[src/rtl/pitchstep_pkg.sv]
// Shared constants and the chromatic speed table for the step selector.
// Assumes 8.8 fixed-point speeds, with 0x0100 as unshifted playback.
package pitchstep_pkg;

    localparam int STEP_COUNT = 25;
    localparam int STEP_HOME  = 12;
    localparam int IDX_W      = $clog2(STEP_COUNT);
    localparam int SPEED_W    = 16;

    typedef logic [IDX_W-1:0]   step_t;
    typedef logic [SPEED_W-1:0] speed_t;

    // Equal-tempered increment for each step, half speed up to double speed
    function automatic speed_t speed_of(input step_t i);
        case (i)
            5'd0:    speed_of = 16'h0080;
            5'd1:    speed_of = 16'h0088;
            5'd2:    speed_of = 16'h0090;
            5'd3:    speed_of = 16'h0098;
            5'd4:    speed_of = 16'h00A1;
            5'd5:    speed_of = 16'h00AB;
            5'd6:    speed_of = 16'h00B5;
            5'd7:    speed_of = 16'h00C0;
            5'd8:    speed_of = 16'h00CB;
            5'd9:    speed_of = 16'h00D7;
            5'd10:   speed_of = 16'h00E4;
            5'd11:   speed_of = 16'h00F2;
            5'd12:   speed_of = 16'h0100;
            5'd13:   speed_of = 16'h010F;
            5'd14:   speed_of = 16'h011F;
            5'd15:   speed_of = 16'h0130;
            5'd16:   speed_of = 16'h0143;
            5'd17:   speed_of = 16'h0156;
            5'd18:   speed_of = 16'h016A;
            5'd19:   speed_of = 16'h0180;
            5'd20:   speed_of = 16'h0196;
            5'd21:   speed_of = 16'h01AF;
            5'd22:   speed_of = 16'h01C8;
            5'd23:   speed_of = 16'h01E3;
            default: speed_of = 16'h0200;
        endcase
    endfunction

endpackage

[src/rtl/enc_sync.sv]
// Multi-stage synchroniser for asynchronous encoder pins.
// Assumes the pins idle high; every stage resets to 1.
module enc_sync #(
    parameter int N_PINS = 2,
    parameter int STAGES = 2
) (
    input  logic              clk,
    input  logic              rst_n,
    input  logic [N_PINS-1:0] pin_i,
    output logic [N_PINS-1:0] pin_o
);

    for (genvar p = 0; p < N_PINS; p++) begin : g_pin
        logic [STAGES-1:0] chain_q;

        // Shift the raw pin level through the synchroniser chain
        always_ff @(posedge clk) begin
            if (!rst_n) chain_q <= '1;
            else        chain_q <= {chain_q[STAGES-2:0], pin_i[p]};
        end

        assign pin_o[p] = chain_q[STAGES-1];
    end

endmodule

[src/rtl/scan_pacer.sv]
// Counts sample strobes and raises a one-cycle inspect pulse on every
// DIV-th strobe. Assumes each strobe is a single-cycle pulse.
module scan_pacer #(
    parameter int DIV = 64
) (
    input  logic clk,
    input  logic rst_n,
    input  logic tick_i,
    output logic scan_o
);

    localparam int CW = (DIV > 1) ? $clog2(DIV) : 1;
    localparam logic [CW-1:0] LAST = CW'(DIV - 1);

    logic [CW-1:0] cnt_q;

    assign scan_o = tick_i && (cnt_q == LAST);

    // Advance the strobe count, wrapping after the inspecting strobe
    always_ff @(posedge clk) begin
        if (!rst_n)      cnt_q <= '0;
        else if (scan_o) cnt_q <= '0;
        else if (tick_i) cnt_q <= cnt_q + 1'b1;
    end

    p_cnt_range_r2: assert property (@(posedge clk) disable iff (!rst_n)
        cnt_q <= LAST);

    p_idle_hold_r2: assert property (@(posedge clk) disable iff (!rst_n)
        !tick_i |=> $stable(cnt_q));

endmodule

[src/rtl/turn_detect.sv]
// Decides on each inspection whether a click occurred and which way.
// Holds a latched edge flag so that a held-low A yields one step only.
module turn_detect (
    input  logic clk,
    input  logic rst_n,
    input  logic scan_i,
    input  logic a_i,
    input  logic b_i,
    output logic up_o,
    output logic dn_o
);

    logic flag_q;
    logic fresh;

    assign fresh = scan_i && !a_i && !flag_q;
    assign up_o  = fresh && !b_i;
    assign dn_o  = fresh &&  b_i;

    // Set the flag on a new click, clear it once A is seen high
    always_ff @(posedge clk) begin
        if (!rst_n)               flag_q <= 1'b0;
        else if (scan_i &&  a_i)  flag_q <= 1'b0;
        else if (fresh)           flag_q <= 1'b1;
    end

    p_flag_set_r4: assert property (@(posedge clk) disable iff (!rst_n)
        $rose(flag_q) |-> $past(scan_i && !a_i));

    p_flag_clear_r5: assert property (@(posedge clk) disable iff (!rst_n)
        $fell(flag_q) |-> $past(scan_i && a_i));

endmodule

[src/rtl/step_track.sv]
// Saturating step index and its registered table speed.
// Assumes up and down requests never arrive together.
module step_track
    import pitchstep_pkg::*;
(
    input  logic   clk,
    input  logic   rst_n,
    input  logic   up_i,
    input  logic   dn_i,
    output step_t  idx_o,
    output speed_t speed_o
);

    localparam step_t TOP  = step_t'(STEP_COUNT - 1);
    localparam step_t HOME = step_t'(STEP_HOME);

    step_t  idx_q, idx_n;
    speed_t speed_q;

    // Pick the next index, stopping at both ends
    always_comb begin
        idx_n = idx_q;
        if (up_i && idx_q < TOP)          idx_n = idx_q + 1'b1;
        else if (dn_i && idx_q != '0)     idx_n = idx_q - 1'b1;
    end

    // Register the index and reload the speed whenever it moves
    always_ff @(posedge clk) begin
        if (!rst_n) begin
            idx_q   <= HOME;
            speed_q <= speed_of(HOME);
        end else if (idx_n != idx_q) begin
            idx_q   <= idx_n;
            speed_q <= speed_of(idx_n);
        end
    end

    assign idx_o   = idx_q;
    assign speed_o = speed_q;

    p_idx_range_r7: assert property (@(posedge clk) disable iff (!rst_n)
        idx_q <= TOP);

    p_sat_top_r7: assert property (@(posedge clk) disable iff (!rst_n)
        (idx_q == TOP && up_i && !dn_i) |=> idx_q == TOP);

    p_sat_low_r8: assert property (@(posedge clk) disable iff (!rst_n)
        (idx_q == '0 && dn_i && !up_i) |=> idx_q == '0);

    p_quiet_hold_r4: assert property (@(posedge clk) disable iff (!rst_n)
        (!up_i && !dn_i) |=> $stable(idx_q));

    p_speed_hold_r9: assert property (@(posedge clk) disable iff (!rst_n)
        $stable(idx_q) |-> $stable(speed_q));

endmodule

[src/rtl/encoder_step_select.sv]
// Top level: synchronises the encoder pins, paces the inspections,
// detects clicks and tracks the chromatic step and its speed.
module encoder_step_select
    import pitchstep_pkg::*;
#(
    parameter int SCAN_DIV    = 64,
    parameter int SYNC_STAGES = 2
) (
    input  logic               clk,
    input  logic               rst_n,
    input  logic               sample_tick,
    input  logic               enc_a,
    input  logic               enc_b,
    output logic [SPEED_W-1:0] speed,
    output logic [IDX_W-1:0]   step_idx
);

    logic [1:0] pins_s;
    logic       scan, up, dn;

    enc_sync #(.N_PINS(2), .STAGES(SYNC_STAGES)) u_sync (
        .clk   (clk),
        .rst_n (rst_n),
        .pin_i ({enc_b, enc_a}),
        .pin_o (pins_s)
    );

    scan_pacer #(.DIV(SCAN_DIV)) u_pacer (
        .clk    (clk),
        .rst_n  (rst_n),
        .tick_i (sample_tick),
        .scan_o (scan)
    );

    turn_detect u_turn (
        .clk    (clk),
        .rst_n  (rst_n),
        .scan_i (scan),
        .a_i    (pins_s[0]),
        .b_i    (pins_s[1]),
        .up_o   (up),
        .dn_o   (dn)
    );

    step_track u_track (
        .clk     (clk),
        .rst_n   (rst_n),
        .up_i    (up),
        .dn_i    (dn),
        .idx_o   (step_idx),
        .speed_o (speed)
    );

    p_steps_on_scan_r2: assert property (@(posedge clk) disable iff (!rst_n)
        !scan |=> $stable(step_idx));

endmodule

[config.mk]
export PLATFORM = sky130hd
export DESIGN_NAME = encoder_step_select
export DESIGN_NICKNAME = d
export VERILOG_FILES = /design/src/rtl/pitchstep_pkg.sv /design/src/rtl/enc_sync.sv /design/src/rtl/scan_pacer.sv /design/src/rtl/turn_detect.sv /design/src/rtl/step_track.sv /design/src/rtl/encoder_step_select.sv
export SDC_FILE = /design/constraint.sdc
export NUM_CORES = 1
export LEC_CHECK = 0
export ABC_AREA = 1
export BUFFER_PORTS_ARGS = -buffer_cell sky130_fd_sc_hd__buf_2
export CAP_MARGIN = 30
export CORE_MARGIN = 2
export CORE_UTILIZATION = 37
export CTS_CLUSTER_DIAMETER = 150
export DETAILED_ROUTE_END_ITERATION = 10
export GPL_TIMING_DRIVEN = 0
export PLACE_DENSITY = 0.55
export SLEW_MARGIN = 0
export SYNTH_ARGS = -nofsm -noshare
export SYNTH_HDL_FRONTEND = slang
export SYNTH_SLANG_ARGS = --single-unit
[constraint.sdc]
create_clock -name clk -period 2.6 [get_ports clk]
set_input_delay 0.52 -clock clk [delete_from_list [all_inputs] [get_ports clk]]
set_output_delay 0.52 -clock clk [all_outputs]
set_load 0.02 [all_outputs]
* Yosys cells after proc, flatten, opt, wreduce, memory -nomap -nowiden *
Memory sizes are Yosys's and may differ from the RTL's. A register that Yosys moved wholly into a read port is not among the register bits.
Index checks and enable logic that the tools add are counted.

word-level totals
  register bits after elaboration = 32
  memory bits (read-only) = 320
  input port bits = 5
  output and inout bits = 21
  word-level logic and storage cells = 31
  memories kept = 1

memory list
  name              depth  bits a word  read ports  clocked after Yosys merged registers in  wr ports  line                 text
  (name not given)  32     10           1           1                                        0         pitchstep_pkg.sv:15  case (i)

operators by class
  add/sub/neg operators = 3
  magnitude comparators = 1
  equality and inequality tests = 2
  multiplexer cells = 2
  bitwise operators = 1
  reductions and logical operators = 15

operators by type and width
  cell                 count
  $mux 5               2
  $logic_and 1x1->1    8
  $add 6x1->6 const B  1
  $eq 6x6->1 const B   1
  $add 5x1->5 const B  1
  $lt 5x5->1 const B   1
  $ne 5x5->1           1
  $reduce_bool 5->1    1
  $sub 5x1->5 const B  1
  $logic_not 1->1      4
  $reduce_or 2->1      2
  $not 1->1            1

* Depth between registers and ports, before layout *
Gate-level depths: netlist (run 1).

  depth after elaboration = 9
  depth in mapped cells = 17
  mapped depth without buffers = 17

* By module *
A second synthesis (run 1) with hierarchy kept.

unflattened totals
  cell total of the unflattened synthesis = 257
  area total of the unflattened synthesis = 1725.4 µm²

by module, submodules not included
  module       instances  cells an instance  area each (µm²)  seq. area each (µm²)
  step_track   1          190                1221.2           300.3
  scan_pacer   1          42                 310.3            120.1
  enc_sync     1          14                 125.1            80.1
  turn_detect  1          11                 68.8             20.0

* Worst setup path after synthesis (run 1) *
OpenSTA, ideal clock, no wires.

  path type = register -> register
  start = register u_track.idx_q[0], in the netlist u_track.idx_o[0]
  end = register u_track.speed_q[3], in the netlist u_track.speed_o[3]
  setup time = 66 ps
  data arrival time = 2265 ps
  data required time = 2534 ps
  setup slack = 268 ps
  stages on the path, launching flop included = 17
  buffers on the path = 0
  clock period less this slack = 2332 ps
  cell sequence = dfxtp_1 > inv_1 > ha_1 > nand3_1 > nand2_1 > nor2_4 > inv_1 > nand2_2 > nand2_1 > nand2_2 > inv_1 > ha_1 > nand2_4 > nand3_1 > nand2_1 > nand2_1 > a21oi_2

between the ends
  cells in the longest elaborated chain, start to end = 5
  elaborated cells between the ends (all ways) = 9
  classes of those cells = add/sub (2); order compare (1); eq/ne (1); mux (2); reduce/logical (3)

RTL lines
  element                                              line              text
  from (decl)                                          step_track.sv:17  step_t idx_q, idx_n;
  from (signal assigned)                               step_track.sv:33  idx_q <= idx_n;
  branches (longest 3 deep; another with $sub 5x1->5)  -
  $mux 5 (*)                                           step_track.sv:23  if (up_i && idx_q < TOP) idx_n = idx_q + 1'b1;
  net u_track.idx_n[0]                                 step_track.sv:17
  $ne 5x5->1                                           step_track.sv:32  end else if (idx_n != idx_q) begin
  to (decl)                                            step_track.sv:18  speed_t speed_q;

Mark *: on every way through the listed nets, which the timed path passes.
A chain may end at the register's enable or synchronous reset.

* Worst setup path after layout (run 1) *
  start = register u_pacer.cnt_q[0]
  end = register u_track.speed_q[1], in the netlist u_track.speed_o[1]

between the ends
  cells in the longest elaborated chain, start to end = 9
  elaborated cells between the ends (all ways) = 11
  classes of those cells = eq/ne (2); mux (2); reduce/logical (7)

RTL lines
  element                              line               text
  from (decl)                          scan_pacer.sv:15   logic [CW-1:0] cnt_q;
  from (signal assigned)               scan_pacer.sv:23   else if (tick_i) cnt_q <= cnt_q + 1'b1;
  $eq 6x6->1 (*)                       scan_pacer.sv:17   assign scan_o = tick_i && (cnt_q == LAST);
  $logic_and 1x1->1 (*)                scan_pacer.sv:17
  $logic_and 1x1->1 (*) (2 in series)  turn_detect.sv:16  assign fresh = scan_i && !a_i && !flag_q;
  $logic_and 1x1->1                    turn_detect.sv:18  assign dn_o = fresh && b_i;
  $logic_and 1x1->1                    step_track.sv:24   else if (dn_i && idx_q != '0) idx_n = idx_q - 1'b1;
  $mux 5                               step_track.sv:24
  $mux 5 (*)                           step_track.sv:23
  net u_track.idx_n[0]                 step_track.sv:17
  $ne 5x5->1                           step_track.sv:32

Mark *: on every way through the listed nets, which the timed path passes. The rest lies on a longest branch.

==> results of run 1 <==
[state kept, by name, summed over array words and instances (netlist names)]
| register | count |
|---|---|
| u_track.speed_o | 10 |
| u_pacer.cnt_q | 6 |
| u_track.idx_o | 5 |
| u_sync.g_pin.chain_q | 4 |
| u_turn.flag_q | 1 |
[worst max-delay path by stage]
stage | end | slack (ns) | cells past startpoint
floorplan | u_track.speed_o[3] | 0.27 | 16
global placement | u_track.speed_o[2] | -0.08 | 16
detailed placement | u_track.speed_o[2] | -0.08 | 16
CTS | u_track.speed_o[2] | 0.05 | 16
global route | u_track.speed_o[0] | 0.03 | 17
finish | u_track.speed_o[1] | 0.28 | 16
[final cells by class]
| class | instances | area (um2) | share of cell area |
|---|---|---|---|
| repair buffers | 19 | 95.1 | 0.0472 |
| inverters | 28 | 105 | 0.0521 |
| multi-input cells | 181 | 1080 | 0.534 |
| plain buffers | 12 | 91.3 | 0.0453 |
| well taps | 54 | 67.6 | 0.0335 |
| flip-flops and latches | 26 | 524 | 0.260 |
| clock buffers | 4 | 55.1 | 0.0273 |
[per-stage QoR]
step / instances / setup slack, ns / util
global route: 324 / 0.0331 / 0.435
CTS: 324 / 0.0522 / 0.429
floorplan: 247 / 0.268 / -
finish: 324 / 0.275 / 0.435
global placement: 320 / -0.0756 / 0.418
detailed placement: 320 / -0.0792 / 0.418
[placed cells by master, fill, tap and decap left out, types with 3 or more instances in the layout]
cell type,instances
or2_2,4
ha_1,10
o21ai_1,5
o21ai_0,13
nand3_1,22
dfxtp_2,3
a21oi_1,7
a21oi_2,3
buf_2,19
xor2_1,4
inv_2,4
buf_4,6
nand2_2,9
clkbuf_8,4
inv_1,24
nor2_1,27
buf_6,3
nand2_4,3
conb_1,6
nand2_1,49
dfxtp_1,23
[layer usage]
metal  vias to the layer above  routed length (um)  GRT usage
met5                         -                   0          0
met4                         0                  24     0.0247
met3                         4                 110     0.0331
met2                        16                1740      0.260
met1                       690                1740      0.193
li1                        813                   -          -
[power by group through the flow]
stage	Clock (W)	Combinational [W]	Sequential [W]
2_1_floorplan	0	0.0000301	0.000416
3_3_place_gp	0	0.0000385	0.000417
3_5_place_dp	0	0.0000386	0.000417
4_1_cts	0.000271	0.0000387	0.000407
5_1_grt	0.000287	0.0000430	0.000409
6_report	0.000260	0.0000388	0.000408
[worst register-to-register path, delay by kind of cell (launching register included)]
| family | cells | cell delay (ns) |
|---|---|---|
| and+or+nand+nor | 11 | 1.23 |
| adders and majority gates | 2 | 0.41 |
| DFF | 1 | 0.35 |
| buffers and inverters | 2 | 0.16 |
| AOI/OAI and AO/OA | 1 | 0.13 |
[logic make-up (layout without fill, tap and decap cells)]
family	after synthesis	count (layout)
multiplexers	1	1
AND/OR/NAND/NOR	126	126
buffers and inverters	40	63
flip-flops	26	26
XOR/XNOR	6	6
adder cells (fa/ha/maj)	11	11
other	1	6
AO/OA/AOI/OAI	31	31
==> metrics.md, run 1 <==
| Metric | Value |
|---|---|
| Clock skew | between 0.004 and 0.005 ns |
| Dominant synthesized flop cell | dfxtp_1 |
| Comb power frac | 0.055 |
| R2r endpoint | u_track.speed_o[1] |
| Hold Path End | u_sync.g_pin[1].chain_q[0] |
| Die Area | approximately 5300 um2 |
| Crit-path most repeated cell | nand2_1 |
| Leakage power | 0.975 nW |
| WL per Instance | 11.2 um |
| Largest net degree at the start of global routing | 15 |
| Die span in y | 72.8 um |
| Status | completed |
| # IOs | 26 |
| Post-DRT Antenna Nets | 0 |
| CP delay by family, top | simple AND/OR/NAND/NOR gates |
| GRT Residual Overflow | 0 |
| Mean area per synthesized cell | 7.24 um2 |
| # fillers | 492 |
| Routed wire length | 3.62 mm |
| Critical path launch point type | flip-flop |
| RSZ-0062 raised after global routing | false |
| Hold Crit Depth | 2 |
| Clock Path Buffers | 2 |
| Crit Path Class | flip-flop to flip-flop |
| Initial core utilization | 0.378 |
| Worst r2r src | u_pacer.cnt_q[0] |
| N_diodes | 0 |
| Synth Area in XOR/XNOR | 0.0300 |
| Root Buffer | clkbuf_8 |
| Most common cell in the netlist | nand2_1 |
| Mapped Cells | 242 |
| Via count | about 1,500 |
| Pint | between 0.0005 and 0.0006 W |
| Main combinational cell family by area after synthesis | simple AND/OR/NAND/NOR gates |
| Hold Path Class | input pin to flip-flop |
| Setup Fix Bufs, Post-CTS | 0 |
| Synth cell count leaders | nand2_1, nor2_1, dfxtp_1 |
| Post-cts resize count | 0 |
| Post-synth cell types | 33 |
| Vias per inst | 4.70 |
| Critical path peak fanout | 7 |
| Reg-to-reg slack, setup | 0.28 ns |
| Post-synthesis mux area share | 0.00571 |
| Fin area | between 2000 and 2500 um2 |
| Clk slew on worst S/H paths | 0.09 ns |
| Crit-path max cell delay | 0.35 ns |
| Hold path start | enc_b |
| CP Launch Point | u_pacer.cnt_q[0] |
| DR iter-0 viols | 72 |
| CP cell instances | ha_1 > nand2_2 > nor2_8 > nand4_4 > nor2_4 > inv_1 > nand2_2 > nand2_1 > nand2_4 > inv_2 > ha_4 > nand2_4 > nand3_1 > nand2_1 > nand2_1 > a21oi_1 |
| Number of synthesized flops with an enable pin | 0 |
| Number of global-route vias before repair | 1,414 |
| Synth warnings | 0 |
| Tcrit/Tclk final | 0.894 |
| Maximum VDD drop | 0.249 mV |
| Fmax | 430 MHz |
| Power Total | 0.000707 W |
| Post-Syn Area | 1750 um2 |
| Fin. Hold Viols | 0 |
| Area contributors post-synth | dfxtp_1, nand2_1, ha_1 |
| Register area share after synthesis | 0.297 |
| Worst path slowest cell | dfxtp_2 |
| First-pass GRT wire length | 6.37 mm |
| Core area | 4630 um2 |
| CP Buf/Inv Count | 2 |
| Hold_ws | 0.431 ns |
| Gr usage total | 0.150 |
| Synth Area in Simple Gates | 0.379 |
| Htree depth | 1 |
| Sw Share | 0.215 |
| CTS tree | done |
| Post-CTS Hold Buffers | 0 |
| Flop pwr share | 0.577 |
| Clk pwr share | 0.368 |
| Total negative setup slack | 0 ns |
| Router iterations before antenna repair | 4 |
| #FFs+latches synth | 26 |
| Max-slew violations | 0 |
| Power per cell area | 351 nW/um2 |
| FP Rows | 25 |
| Initial antenna violation count | 0 |
| Share of the synthesized area in the top cell type | 0.297 |
| Area grow syn2layout | 15.1% |
| Fin crit period | ~2.3 ns |
| Port bufs | 19 |
| Top cell type by total area after synthesis | dfxtp_1 |
| Psw | 0.000152 W |
| Final setup viols | 0 |
| Clk_lat worst skew | 0.27 ns |
| Cts bufs inserted | 3 |
| FF-to-FF path depth | 16 |
| Sink Count | 26 |
| DRC | 0 |
| Worst setup EP type | flip-flop |
| HPWL after DPL | 2.82 mm |
| Worst Path Required | roughly 2.8 ns |
| Layout Nets | 287 |
| Synth async-reset ratio | 0 |
| Post-DP Area | 1930 um2 |
| Placer Congestion | 0.868 |
| Synth Area in Adders | 0.0786 |
| Max-Cap Viols | 0 |
| Synth Area in Compound Gates | 0.0950 |
| Crit path DAT | ~2.5 ns |
| Die width | 72.8 um |
| Fraction of layout cells with a size suffix above 1 | 0.252 |
Note: power is estimated with default switching activity, not from simulation.
==> inputs of run 2 (changes only) <==
--- a/config.mk
+++ b/config.mk
@@ -13,7 +13,7 @@
 export CTS_CLUSTER_DIAMETER = 150
 export DETAILED_ROUTE_END_ITERATION = 10
 export GPL_TIMING_DRIVEN = 0
-export PLACE_DENSITY = 0.55
+export PLACE_DENSITY = 0.57
 export SLEW_MARGIN = 0
 export SYNTH_ARGS = -nofsm -noshare
 export SYNTH_HDL_FRONTEND = slang
==> constraint.sdc (replaced) <==
create_clock -name clk -period 2.1 [get_ports clk]
set_input_delay 0.42 -clock clk [delete_from_list [all_inputs] [get_ports clk]]
set_output_delay 0.42 -clock clk [all_outputs]
set_load 0.02 [all_outputs]
==> metrics.md, run 2 (same netlist as run 1, synthesis figures left out) <==
| Metric | Value |
|---|---|
| Sink Count | 26 |
| FF/Latch Area | approximately 530 um2 |
| GRT Residual Overflow | 0 |
| RSZ-0062 raised after global routing | true |
| FP Rows | 25 |
| Htree depth | 1 |
| R2r endpoint | u_track.speed_o[1] |
| Clock skew | 0.00524 ns |
| Hold Path Class | input pin to flip-flop |
| DR iter-0 viols | 86 |
| Multi-input gate area | 1250 um2 |
| Placer Congestion | 0.834 |
| Hold path start | enc_a |
| Max-Cap Viols | 0 |
| Number of global-route vias before repair | 1,502 |
| Area grow syn2layout | 38.1% |
| Status | finished with violations |
| Routed wire length | between 4 and 5 mm |
| Worst r2r src | u_pacer.cnt_q[0] |
| Post-DRT Antenna Nets | 0 |
| Layout Nets | 310 |
| Post-route core utilization | 0.522 |
| Router iterations before antenna repair | 4 |
| Fmax | 473 MHz |
| Worst setup EP type | flip-flop |
| CP delay by family, top | simple AND/OR/NAND/NOR gates |
| WL per Instance | 11.8 um |
| Max FFs per register | 10 |
| HPWL after DPL | ~2.8 mm |
| Total negative setup slack | -0.0250 ns |
| CTS tree | done |
| Root Buffer | clkbuf_8 |
| Vias per inst | 4.68 |
| Via count | 1,624 |
| Cts bufs inserted | 3 |
| Crit Path Class | flip-flop to flip-flop |
| Maximum VDD drop | 0.229 mV |
| Crit path DAT | approximately 2.3 ns |
| Critical path peak fanout | 4 |
| Fin. Hold Viols | 0 |
| CP Launch Point | u_pacer.cnt_q[0] |
| Leakage power | 1.17 nW |
| Fin crit period | 2.11 ns |
| Final worst-path setup slack | -0.0146 ns |
| Final setup viols | 2 |
| Initial core utilization | 0.378 |
| Clock Path Buffers | 2 |
| Post-CTS Hold Buffers | 0 |
| Clk slew on worst S/H paths | 0.09 ns |
| Reg-to-reg slack, setup | -0.01 ns |
| Failing checks | negative setup slack |
| CP Buf/Inv Count | 1 |
| First-pass GRT wire length | 6.63 mm |
| Initial antenna violation count | 0 |
| Die Area | 5300 um2 |
| FF-to-FF path depth | 14 |
| DRC | 0 |
| CP cell instances | ha_4 > nand2_4 > nor2_8 > nand4_4 > nor3_4 > nand2_1 > nand2_4 > inv_6 > ha_4 > nand2_4 > nand3_1 > nand2_1 > nand2_1 > a21oi_2 |
| Core area | 4630 um2 |
| Clk_lat worst skew | 0.27 ns |
| Crit-path max cell delay | 0.36 ns |
| Commonest non-fill, non-tap cell in the layout | nand2_1 |
| N_diodes | 0 |
| Critical path launch point type | flip-flop |
| Hold Path End | u_sync.g_pin[0].chain_q[0] |
| Max-slew violations | 0 |
| # fillers | 461 |
| Port bufs | 19 |
| Worst path slowest cell | dfxtp_2 |
| # IOs | 26 |
| Gr usage total | 0.158 |
| Largest net degree at the start of global routing | 16 |
| Worst Path Required | roughly 2.3 ns |
| Die span in y | 72.8 um |
| Tcrit/Tclk final | 1.01 |
| Commonest cells after routing, fill and taps aside | nand2_1, nor2_1, buf_4 |
| Power per cell area | approximately 400 nW/um2 |
| Die width | roughly 73 um |
| Hold Crit Depth | 2 |
| Fraction of layout cells with a size suffix above 1 | 0.427 |
==> run 2: changes by cell type in the layout (fill, tap and decap cells not counted), sizes merged <==
cell    previous run  this run
buf               28        51
clkbuf             7         6
bufinv             0         1
==> run 2: what timing repair did <==
action	CTS	global route
endpoints found under the setup margin	8	9
gates cloned	0	2
gates resized for setup	20	50
pin swaps	13	33
buffers inserted	13	8
==> run 2: layout make-up <==
| cell class | instances | share of cell area |
|---|---|---|
| Buffer | 12 | 0.0398 |
| Sequential cell | 26 | 0.218 |
| Tap cell | 54 | 0.0279 |
| Timing Repair Buffer | 42 | 0.117 |
| Clock buffer | 3 | 0.0171 |
| Clock inverter | 1 | 0.0124 |
| Inverter | 28 | 0.0497 |
| Multi-Input combinational cell | 181 | 0.517 |
==> run 2: per-stage QoR <==
stage	area, um2	std cells	hold WS (ns)	total power (W)	setup WS [ns]
floorplan	1790	247	0.393	0.000552	0.00555
global placement	1950	320	0.400	0.000563	-0.332
detailed placement	1950	320	0.399	0.000563	-0.340
CTS	2190	337	0.319	0.000990	-0.00520
global route	2420	347	0.317	0.00102	-0.164
finish	2420	347	0.327	0.000980	-0.0146
==> run 2: layer usage <==
metal / track usage / share of wire
met2: 0.280 / 0.51
met1: 0.192 / 0.45
met3: 0.0401 / 0.032
met4: 0.0370 / 0.0098
met5: 0 / 0
==> run 2: worst max path at each step <==
stage	end	slack (ns)	depth (start not counted)
after floorplan	u_track.speed_o[3]	0.006	16
after global placement	u_track.speed_o[2]	-0.33	16
after detailed placement	u_track.speed_o[2]	-0.34	16
after CTS	u_track.speed_o[1]	-0.005	15
after global routing	u_track.speed_o[0]	-0.16	14
final	u_track.speed_o[1]	-0.01	14
==> run 2: report_power, final <==
group / switching, W / internal, W / total, W
sequential: 0.00000556 / 0.000500 / 0.000506
combinational: 0.0000314 / 0.0000248 / 0.0000562
clock: 0.000163 / 0.000255 / 0.000418
==> inputs of run 3 (changes only) <==
--- a/config.mk
+++ b/config.mk
@@ -8,6 +8,7 @@
 export ABC_AREA = 1
 export BUFFER_PORTS_ARGS = -buffer_cell sky130_fd_sc_hd__buf_2
 export CAP_MARGIN = 30
+export CORE_ASPECT_RATIO = 0.7
 export CORE_MARGIN = 2
 export CORE_UTILIZATION = 37
 export CTS_CLUSTER_DIAMETER = 150
@@ -18,3 +19,4 @@
 export SYNTH_ARGS = -nofsm -noshare
 export SYNTH_HDL_FRONTEND = slang
 export SYNTH_SLANG_ARGS = --single-unit
+export TNS_END_PERCENT = 100
==> metrics.md, run 3 (same netlist as run 1, synthesis figures left out) <==
| Metric | Value |
|---|---|
| Initial core utilization | 0.393 |
| Power per cell area | 388 nW/um2 |
| Router iterations before antenna repair | 4 |
| Clk pwr share | 0.374 |
| RSZ-0062 raised after global routing | true |
| Sink Count | 26 |
| Global routing usage on met1 | 0.231 |
| Number of global-route vias before repair | 1,371 |
| Crit Path Class | flip-flop to flip-flop |
| Failing checks | negative setup slack |
| Grt met3 use | 0.0322 |
| Tcrit/Tclk final | 1.02 |
| Max FFs per register | 10 |
| Critical path launch point type | flip-flop |
| Setup WS pre-CTS | -0.324 ns |
| Worst setup EP type | flip-flop |
| Layout Nets | 304 |
| Hold Path Class | input pin to flip-flop |
| Comb power frac | 0.064 |
| Pint | just under 0.0007 W |
| Crit path DAT | 2.33 ns |
| Max-slew violations | 0 |
| # IOs | 26 |
| CTS tree | done |
| Post-DRT Antenna Nets | 0 |
| DRC | 0 |
| First-pass GRT wire length | 6.43 mm |
| Cts bufs inserted | 3 |
| Largest net degree at the start of global routing | 15 |
| Routed wire length | 4.05 mm |
| Leakage power | 1.09 nW |
| Sw Share | 0.228 |
| N_diodes | 0 |
| Clk_lat worst skew | around 0.27 ns |
| Fin crit period | 2.15 ns |
| WL per Instance | approximately 12 um |
| Hold Crit Depth | 2 |
| Max-Cap Viols | 0 |
| Htree depth | 1 |
| Die span in y | 61.6 um |
| Vias per inst | slightly below 5 |
| FP Rows | 20 |
| Clock Path Buffers | 2 |
| Initial antenna violation count | 0 |
| Flop pwr share | 0.562 |
| Final worst-path setup slack | -0.0513 ns |
| Port bufs | 19 |
| Hold_ws | between 0.3 and 0.4 ns |
| Power Total | slightly below 0.0009 W |
| Post-route core utilization | 0.518 |
| Psw | roughly 0.00020 W |
| FF-to-FF path depth | 16 |
| Post-DP Area | slightly below 2000 um2 |
| Root Buffer | clkbuf_8 |
| Fraction of layout cells with a size suffix above 1 | 0.383 |
| Fin. Hold Viols | 0 |
| Maximum VDD drop | about 0.17 mV |
| Via count | 1,651 |
| HPWL after DPL | 2.87 mm |
| DR iter-0 viols | 69 |
| Final setup viols | 6 |
| Commonest non-fill, non-tap cell in the layout | nand2_1 |
| Die width | 86.2 um |
| GRT Residual Overflow | 0 |
| Met2 global-route usage | 0.235 |
| Gr usage total | 0.157 |
| Placer Congestion | 0.831 |
| Critical path peak fanout | 5 |
| Fin area | 2310 um2 |
| Area grow syn2layout | 31.6% |
| Die Area | 5310 um2 |
| Commonest cells after routing, fill and taps aside | nand2_1, nor2_1, inv_1 |
| Worst Path Required | approximately 2.3 ns |
| # fillers | between 400 and 500 |
| Core area | 4450 um2 |
| Global routing's busiest layer | met2 |
| Clk slew on worst S/H paths | ~0.09 ns |
| Clock skew | about 0.0020 ns |
| Status | finished with violations |
| Fmax | 465 MHz |
run 3: cell types whose count changed in the layout (fill, tap and decap cells not counted), sizes merged:
cell and delta:
buf -6, bufinv -1, clkbuf +1
run 3: what timing repair did:
item                                    CTS  global route
resized for setup                        24            28
pin swaps                                14            20
hold buffers                              0             0
gates cloned                              0             1
buffers inserted                          9             7
endpoints found under the setup margin    8            10
run 3: stage by stage:
stage               instances  setup TNS, ns
floorplan                 247              0
global placement          321          -2.21
detailed placement        321          -2.32
CTS                       334         -0.110
global route              342          -1.05
finish                    342         -0.216
run 3: path summary, 6_finish.rpt:
path                              start                          to  slack [ns]
min                               enc_a  u_sync.g_pin[0].chain_q[0]        0.32
max reg2reg            u_pacer.cnt_q[1]          u_track.speed_o[2]       -0.05
max                    u_pacer.cnt_q[1]          u_track.speed_o[2]       -0.05
min reg2reg  u_sync.g_pin[0].chain_q[0]  u_sync.g_pin[0].chain_q[1]        0.42
run 3: final cells by class:
| type | instances | area, um2 | area share |
|---|---|---|---|
| multi-input cells | 181 | 1210 | 0.524 |
| flip-flops and latches | 26 | 533 | 0.231 |
| repair buffers | 36 | 231 | 0.100 |
| inverters | 28 | 118 | 0.0510 |
| plain buffers | 12 | 92.6 | 0.0402 |
| well taps | 55 | 68.8 | 0.0298 |
| clock buffers | 4 | 55.1 | 0.0239 |
run 3: routing by layer:
layer / share of wire / up-vias
met5: 0 / -
met4: 0.0067 / 0
met3: 0.043 / 4
met2: 0.42 / 31
met1: 0.53 / 764
li1: - / 852
run 3: power groups by stage:
stage	Combinational, W	Clock [W]	Sequential (W)
global placement	0.0000477	0	0.000516
finish	0.0000570	0.000335	0.000504
detailed placement	0.0000478	0	0.000516
global route	0.0000632	0.000368	0.000505
floorplan	0.0000373	0	0.000515
CTS	0.0000553	0.000345	0.000505
run 3: critical path, cell delays in order, from the launching register on:
cell and delay [ns]:
dfxtp_2 0.37, ha_4 0.15, nand2_4 0.06, nor2_8 0.14
nand3_4 0.11, nor2_8 0.14, nand3_4 0.16, nand2_4 0.11
nand2_4 0.06, nand2_8 0.10, inv_8 0.05, ha_4 0.27
inv_1 0.04, nand2_1 0.07, a21oi_2 0.06, nor2_1 0.11
nor2_1 0.05
